[config.mk]
export PLATFORM = sky130hd
export DESIGN_NAME = ctr_cascade
export DESIGN_NICKNAME = d
export VERILOG_FILES = /design/src/rtl/ctr_pkg.sv /design/src/rtl/ctr_op_decode.sv /design/src/rtl/ctr_slice.sv /design/src/rtl/ctr_cascade.sv
export SDC_FILE = /design/constraint.sdc
export NUM_CORES = 1
export LEC_CHECK = 0
export BUFFER_PORTS_ARGS = -buffer_cell sky130_fd_sc_hd__buf_2
export CAP_MARGIN = 20
export CORE_MARGIN = 2
export CORE_UTILIZATION = 31
export DETAILED_ROUTE_END_ITERATION = 10
export GPL_ROUTABILITY_DRIVEN = 0
export PLACE_DENSITY = 0.54
export RECOVER_POWER = 25
export SYNTH_ARGS = -nofsm -noshare
export SYNTH_HDL_FRONTEND = slang
export SYNTH_SLANG_ARGS = --single-unit
[constraint.sdc]
create_clock -name clk -period 1.8 [get_ports clk]
set_input_delay 0.54 -clock clk [delete_from_list [all_inputs] [get_ports clk]]
set_output_delay 0.54 -clock clk [all_outputs]
set_load 0.005 [all_outputs]
[src/rtl/ctr_pkg.sv]
package ctr_pkg;

  typedef enum logic [1:0] {
    OP_HOLD   = 2'd0,
    OP_STEP   = 2'd1,
    OP_PRESET = 2'd2
  } ctr_op_e;

endpackage

[src/rtl/ctr_op_decode.sv]
module ctr_op_decode
  import ctr_pkg::*;
(
  input  logic    load_n,
  input  logic    en_par,
  input  logic    en_trk,
  output ctr_op_e op
);

  // preset outranks both enables; counting needs both enables
  always_comb begin
    if (!load_n)
      op = OP_PRESET;
    else if (en_par && en_trk)
      op = OP_STEP;
    else
      op = OP_HOLD;
  end

endmodule

[src/rtl/ctr_slice.sv]
module ctr_slice
  import ctr_pkg::*;
#(
  parameter int W = 4
) (
  input  logic         clk,
  input  logic         clear_n,
  input  logic         load_n,
  input  logic         en_par,
  input  logic         en_trk,
  input  logic [W-1:0] din,
  output logic [W-1:0] q,
  output logic         carry
);

  localparam logic [W-1:0] MAXV = {W{1'b1}};

  ctr_op_e op;

  ctr_op_decode u_dec (
    .load_n (load_n),
    .en_par (en_par),
    .en_trk (en_trk),
    .op     (op)
  );

  always_ff @(posedge clk or negedge clear_n) begin
    if (!clear_n)
      q <= '0;
    else begin
      case (op)
        OP_PRESET: q <= din;
        OP_STEP:   q <= q + 1'b1;
        default:   q <= q;
      endcase
    end
  end

  assign carry = en_trk & (q == MAXV);

  // clear forces zero
  always @(posedge clk) begin
    if (!clear_n) begin
      p_clear_zero_r1: assert (q == '0);
    end
  end

  p_preset_r2: assert property (@(posedge clk) disable iff (!clear_n)
    !load_n |=> q == $past(din));

  p_step_r3: assert property (@(posedge clk) disable iff (!clear_n)
    (load_n && en_par && en_trk) |=> q == $past(q) + 1'b1);

  p_hold_r4: assert property (@(posedge clk) disable iff (!clear_n)
    (load_n && !(en_par && en_trk)) |=> $stable(q));

  p_wrap_r6: assert property (@(posedge clk) disable iff (!clear_n)
    (load_n && en_par && en_trk && q == MAXV) |=> q == '0);

endmodule

[src/rtl/ctr_cascade.sv]
module ctr_cascade #(
  parameter int STAGE_W = 4,
  parameter int STAGES  = 3
) (
  input  logic                         clk,
  input  logic                         clear_n,
  input  logic                         load_n,
  input  logic                         en_par,
  input  logic                         en_trk,
  input  logic [STAGE_W*STAGES-1:0]    load_val,
  output logic [STAGE_W*STAGES-1:0]    count,
  output logic                         carry_out
);

  localparam int TOTAL_W = STAGE_W * STAGES;

  // trk[k] is the trickle enable of slice k; trk[STAGES] is the final carry
  logic [STAGES:0] trk;

  assign trk[0] = en_trk;

  for (genvar g = 0; g < STAGES; g++) begin : g_stage
    ctr_slice #(.W(STAGE_W)) u_slice (
      .clk     (clk),
      .clear_n (clear_n),
      .load_n  (load_n),
      .en_par  (en_par),
      .en_trk  (trk[g]),
      .din     (load_val[g*STAGE_W +: STAGE_W]),
      .q       (count[g*STAGE_W +: STAGE_W]),
      .carry   (trk[g+1])
    );
  end

  assign carry_out = trk[STAGES];

  p_carry_full_r7: assert property (@(posedge clk) disable iff (!clear_n)
    carry_out |-> (en_trk && count == {TOTAL_W{1'b1}}));

  p_chain_step_r6: assert property (@(posedge clk) disable iff (!clear_n)
    (load_n && en_par && en_trk) |=> count == $past(count) + 1'b1);

  p_slice0_carry_r5: assert property (@(posedge clk) disable iff (!clear_n)
    trk[1] |-> (en_trk && count[STAGE_W-1:0] == {STAGE_W{1'b1}}));

endmodule

==> impl_metrics.json, run 1 <==
{
  "dp.cells": 137,
  "rsz0062_at_grt": "true",
  "tightest_slew_ns": 0.657,
  "hold_viol": 0,
  "setup_viol": 0,
  "wire_per_inst_um": 12.3,
  "reg2regPathDepth": 5,
  "power_density_mw_per_mm2": 686,
  "top_regs": "g_stage.u_slice.q x12",
  "syn_inst": 80,
  "synth_top_area_cell": "dfrtp_1",
  "reg2reg_slack_ns": 0.19,
  "p_int_uw": 488,
  "initial_utilization": 0.325,
  "yosysTopAreaCellShare": 0.422,
  "ir_worst_vdd_mv": 0.422,
  "syn_area_sq_um": 712,
  "p_clk_frac": 0.229,
  "fin_util": 0.470,
  "track_usage": 0.152,
  "grt_max_degree": 16,
  "clock_latency_ns": 0.27,
  "vias": 744,
  "placed_area_sq_um": 903,
  "cts.sinks": 12,
  "numCtsBuffers": 3,
  "layout_common_cells": "buf_2 (28), buf_4 (11), nor2_1 (10), dfrtp_1 (10), nand3_1 (8)",
  "finalSetupTns_ns": 0,
  "grt_pass1_wl_um": 3040,
  "htree_levels": 1,
  "min_period_ns": 1.76,
  "cts_tree": "yes",
  "n_antenna_cell": 0,
  "path_class": "reg2out",
  "use_met1": 0.195,
  "die_w_um": 51.9,
  "die_height_um": 51.9,
  "clk_pin_slew_ns": 0.07,
  "fmax_mhz": 568,
  "dpl.hpwl_um": 1370,
  "finalCritPeriodShare": 0.978,
  "drc_errors": 0,
  "start_kind": "register",
  "drive_gt1_frac": 0.425,
  "final_common_cell": "buf_2",
  "grt_pass1_vias": 690,
  "cp.required_ns": 1.26,
  "postRouteWirelength_um": 1820,
  "ctsLongestPathBuffers": 2,
  "antenna_found_initial": 0,
  "ys_seq_area_frac": 0.422,
  "outcome": "finished, final reports clean",
  "ant_nets": 0,
  "syn_area_per_cell_sq_um": 8.90,
  "hold_class": "in2async",
  "design_area_sq_mm": 0.00103,
  "finalNetCount": 142,
  "ioPinCount": 30,
  "yosysWarnings": 0,
  "combPwrFrac": 0.290,
  "grt_overflow": 0,
  "top_usage_layer": "met2",
  "via_per_inst": 5.03,
  "slew_headroom": 0.562,
  "whs_ns": 0.270,
  "die-area_sq_mm": 0.00270,
  "num_rows": 17,
  "end_kind": "output pin",
  "yosys_register_bits": 12,
  "gr-usage-met3": 0.0287,
  "largest_register": "g_stage.u_slice.q",
  "report.final.slew_viol_count": 0,
  "timing.rr.end": "g_stage[2].u_slice.q[3]",
  "largest_reg_flops": 12,
  "firstDrtPassIters": 3,
  "drt_iter0_drc": 8,
  "p_leak_nw": 0.443,
  "area_growth_pct": 44.6,
  "power.switching_uw": 219,
  "cts_root_buf": "clkbuf_4",
  "arrival_ns": 1.22,
  "holdBufCountCts": 0,
  "crit_start": "g_stage[1].u_slice.q[1]",
  "core_sq_mm": 0.00219,
  "met2_usage": 0.249,
  "skew_ns": 0.00289,
  "stdcell_count": 148,
  "numPortBuffers": 29,
  "regToRegStartpoint": "g_stage[0].u_slice.q[0]",
  "switching_share": 0.310,
  "synth_area_leaders": "dfrtp_1 (42%), a31oi_1 (6.2%), or3_1 (6.2%)",
  "power_frac_seq": 0.481,
  "critPathMaxFanout": 3,
  "drv_cap": 0,
  "syn_nets": 100,
  "synth.distinct_cells": 23,
  "worstSetupEndpoint": "carry_out"
}
worst max-delay path, cell delays in order (launching register included):
cell and delay [ns]:
dfrtp_1 0.42, ha_4 0.16, nand3_1 0.07, nor3_2 0.17, buf_2 0.13
metrics by stage:
| stage | worst slack, ns | total power, mW |
|---|---|---|
| 2_1_floorplan | 0.287 | 0.424 |
| 5_1_grt | -0.0344 | 0.771 |
| 6_report | 0.0392 | 0.707 |
| 4_1_cts | -0.0173 | 0.687 |
| 3_3_place_gp | 0.138 | 0.502 |
| 3_5_place_dp | 0.121 | 0.506 |
synthesized netlist by cell type:
cell type,count
dfrtp_1,12
nor2_1,10
nand3_1,8
a31oi_1,7
or3_1,7
o21ai_0,5
nand2_1,4
a21oi_1,3
clkbuf_1,3
ha_1,3
inv_1,2
nand4_2,2
o31ai_1,2
or4_1,2
xor2_1,2
a2bb2oi_1,1
mux2i_1,1
nand3_2,1
nand3b_1,1
nand4_1,1
nor3_1,1
o211ai_1,1
o21bai_1,1
worst min-delay path by stage:
stage,endpoint,slack [ns],depth (start not counted)
floorplan,g_stage[0].u_slice.q[0],0.24,0
finish,g_stage[2].u_slice.q[3],0.27,1
global route,g_stage[1].u_slice.q[0],0.30,1
CTS,g_stage[1].u_slice.q[3],0.15,1
detailed placement,g_stage[1].u_slice.q[0],0.44,1
global placement,g_stage[1].u_slice.q[0],0.44,1
cell type report:
cell class	instances	area, sq um
Fill cell	224	1160
Timing Repair Buffer	40	226
Sequential cell	12	303
Inverter	2	7.51
Tap cell	28	35.0
Clock buffer	3	22.5
Multi-Input combinational cell	63	435
cells by family (layout without fill, tap and decap cells):
kind of cell    Yosys count  count (layout)  synth area share
mux                       1               1            0.0141
buf+inv                   5              45            0.0264
xor+xnor                  2               2            0.0246
fa+ha+maj                 3               3            0.0527
simple gates             37              37             0.288
flops                    12              12             0.422
compound gates           20              20             0.172
layer usage:
metal / up-vias / share of wire
met1: 341 / 0.45
met4: 0 / 0.013
met5: - / 0
li1: 383 / -
met2: 16 / 0.50
met3: 4 / 0.043
power groups by stage:
stage | sequential [mW] | clock (mW) | combinational [mW]
floorplan | 0.337 | 0 | 0.0864
global placement | 0.341 | 0 | 0.161
detailed placement | 0.341 | 0 | 0.164
CTS | 0.337 | 0.168 | 0.182
global route | 0.345 | 0.189 | 0.237
finish | 0.340 | 0.162 | 0.205
timing repair:
action | 4_1_cts | 5_1_grt
cloned | 0 | 0
pin swaps | 1 | 2
endpoints found under the setup margin | 1 | 1
setup buffers | 3 | 5
gates resized for setup | 5 | 4
Power figures use the tool's default switching activity.
==> run 2: changes to the inputs <==
- PLACE_DENSITY: 0.54 -> 0.53
- RECOVER_POWER: 25 -> 100
- SYNTH_HIERARCHICAL: unset -> 1
- clock period: 1.8 -> 1.95 ns (I/O delays scaled with it)
==> run 2 against run 1 <==
The run now ends with setup timing left. Sequential share of layout area fell by 2.8 points. Non-clock buffer count rose by 2. Worst setup slack got worse by 0.23 ns. Critical path depth rose by 1. Largest cell class unchanged. Largest power group unchanged. Highest routed layer unchanged.
==> impl_metrics.json, run 2 <==
{
  "outcome": "finished with violations",
  "violations": "setup timing",
  "htree_levels": 1,
  "grt_max_degree": 13,
  "wire_per_inst_um": 11.9,
  "ir_worst_vdd_mv": 0.390,
  "p_clk_frac": 0.297,
  "crit_path_top_delay_cell": "dfrtp_1",
  "drive_gt1_frac": 0.370,
  "ioPinCount": 30,
  "yosys_register_bits": 12,
  "reg2regPathDepth": 7,
  "vias": 775,
  "drt_iter0_drc": 5,
  "reg2reg_slack_ns": 0.01,
  "arrival_ns": 1.55,
  "switching_share": 0.300,
  "synthFlopType": "dfrtp_1",
  "hold_viol": 0,
  "cp.required_ns": 1.36,
  "largest_reg_flops": 12,
  "crit_start": "g_stage[0].u_slice/q[0]",
  "start_kind": "register",
  "slew_headroom": 0.550,
  "syn_area_sq_um": 803,
  "syn_inst": 87,
  "slowest_delay_ns": 0.38,
  "synth.distinct_cells": 16,
  "die-area_sq_mm": 0.00301,
  "p_int_uw": 490,
  "finalCritPeriodShare": 1.10,
  "combPwrFrac": 0.264,
  "fmax_mhz": 468,
  "path_class": "reg2out",
  "skew_ns": 0.00114,
  "numCtsBuffers": 3,
  "postRouteWirelength_um": 1870,
  "hold_class": "in2async",
  "syn_area_per_cell_sq_um": 9.23,
  "fin_ws_ns": -0.188,
  "cts.sinks": 12,
  "power_density_mw_per_mm2": 621,
  "clock_latency_ns": 0.28,
  "power.switching_uw": 210,
  "ctsLongestPathBuffers": 2,
  "holdBufCountCts": 0,
  "ys_async_sr_fraction": 1.00,
  "initial_utilization": 0.324,
  "n_antenna_cell": 0,
  "grt_pass1_vias": 678,
  "min_period_ns": 2.14,
  "finalNetCount": 151,
  "critPathMaxFanout": 2,
  "drv_cap": 0,
  "top_regs": "g_stage.u_slice/q x12",
  "grt_pass1_wl_um": 2900,
  "yosysTopAreaCellShare": 0.374,
  "p_leak_nw": 0.556,
  "timing.rr.end": "g_stage[2].u_slice/q[3]",
  "power_frac_seq": 0.439,
  "synth_top_area_cell": "dfrtp_1",
  "regToRegStartpoint": "g_stage[0].u_slice/q[0]",
  "dpl.hpwl_um": 1480,
  "drc_errors": 0,
  "worstSetupEndpoint": "carry_out",
  "cts_root_buf": "clkbuf_4",
  "yosysWarnings": 6,
  "final_common_cell": "buf_2",
  "layout_common_cells": "buf_2 (22), inv_1 (12), buf_4 (12), dfrtp_1 (12)",
  "firstDrtPassIters": 4,
  "finalPower_uw": 700,
  "setup_viol": 1,
  "cts_tree": "yes",
  "track_usage": 0.138,
  "grt_overflow": 0,
  "cpMostUsedCell": "and4_4",
  "area_growth_pct": 40.3,
  "fin_util": 0.455,
  "clk_pin_slew_ns": 0.08,
  "cp_cell_sequence": "ha_2 > and4_4 > and4_4 > and4_4 > buf_6",
  "largest_register": "g_stage.u_slice/q",
  "synth_area_leaders": "dfrtp_1 (37%), mux2i_1 (11%), ha_1 (9.3%)",
  "synth-edff-count": 0,
  "numPortBuffers": 29,
  "via_per_inst": 4.94,
  "antenna_found_initial": 0,
  "ys_seq_area_frac": 0.374,
  "synth_common_cells": "dfrtp_1 (12), inv_1 (12), mux2i_1 (9), nand3_1 (9)",
  "num_rows": 18,
  "end_kind": "output pin",
  "syn_nets": 110,
  "tightest_slew_ns": 0.675,
  "ant_nets": 0,
  "core_sq_mm": 0.00248,
  "die_height_um": 54.9,
  "rsz0062_at_grt": "true",
  "report.final.slew_viol_count": 0,
  "die_w_um": 54.9
}
==> run 2: changes by cell type in the layout (fill, tap and decap cells not counted), moves of 6 or more <==
cell,previous run,this run
a31oi_1,7,0
buf_2,28,22
clkbuf_1,1,7
inv_1,2,12
mux2i_1,1,9
nor2_1,10,3
or3_1,7,0
==> run 2: final cells by class <==
cell class	count	area, sq um
flip-flops and latches	12	300
clock buffers	4	36.3
repair buffers	42	238
multi-input cells	57	470
well taps	30	37.5
inverters	12	45.0
fillers	269	1350
==> run 2: worst min path at each step <==
stage	from	endpoint	slack, ns	depth (start not counted)
6_report	clear_n	g_stage[0].u_slice/q[1]	0.31	1
5_1_grt	clear_n	g_stage[1].u_slice/q[2]	0.36	1
4_1_cts	clear_n	g_stage[1].u_slice/q[3]	0.18	1
3_5_place_dp	clear_n	g_stage[0].u_slice/q[1]	0.49	1
3_3_place_gp	clear_n	g_stage[0].u_slice/q[1]	0.49	1
2_1_floorplan	clear_n	g_stage[0].u_slice/q[0]	0.29	0
==> run 2: cell families (layout without fill, tap and decap cells) <==
logic type / Yosys count / count (layout) / share of synthesized area
AO/OA/AOI/OAI: 12 / 12 / 0.0981
adder cells (fa/ha/maj): 6 / 6 / 0.0935
buffers and inverters: 18 / 58 / 0.0935
flip-flops: 12 / 12 / 0.374
multiplexers: 9 / 9 / 0.112
AND/OR/NAND/NOR: 30 / 30 / 0.229
==> run 2: metal layers <==
layer  part of all wire  global-route usage
met5                  0                   0
met4             0.0064              0.0488
met3              0.074              0.0565
met2               0.46               0.214
met1               0.46               0.172
==> run 2: worst max-delay path: cells and delay by family (launching register included) <==
family / cells / cell delay, ns
adders and majority gates: 1 / 0.20
DFF: 1 / 0.38
buffers and inverters: 1 / 0.09
and+or+nand+nor: 3 / 0.61
==> run 2: metrics by stage <==
step / TNS [ns] / hold WS (ns) / cell area, sq um / cells / setup slack [ns]
floorplan: -0.104 / 0.289 / 838 / 87 / -0.104
global placement: -0.225 / 0.492 / 1070 / 152 / -0.104
detailed placement: -0.320 / 0.487 / 1070 / 152 / -0.106
CTS: -0.197 / 0.177 / 1110 / 156 / -0.197
global route: -0.311 / 0.357 / 1130 / 157 / -0.255
finish: -0.188 / 0.307 / 1130 / 157 / -0.188
==> run 2: power by group through the flow <==
stage | combinational (mW) | sequential (mW) | clock, mW
after floorplan | 0.0828 | 0.315 | 0
after global placement | 0.177 | 0.311 | 0
after detailed placement | 0.184 | 0.312 | 0
after CTS | 0.185 | 0.307 | 0.212
after global routing | 0.211 | 0.312 | 0.224
final | 0.185 | 0.307 | 0.208
==> run 2: what timing repair did <==
| item | 4_1_cts | 5_1_grt |
|---|---|---|
| pin swaps | 2 | 1 |
| buffers inserted | 0 | 1 |
| gates resized for setup | 2 | 2 |
| setup endpoints to repair | 1 | 4 |
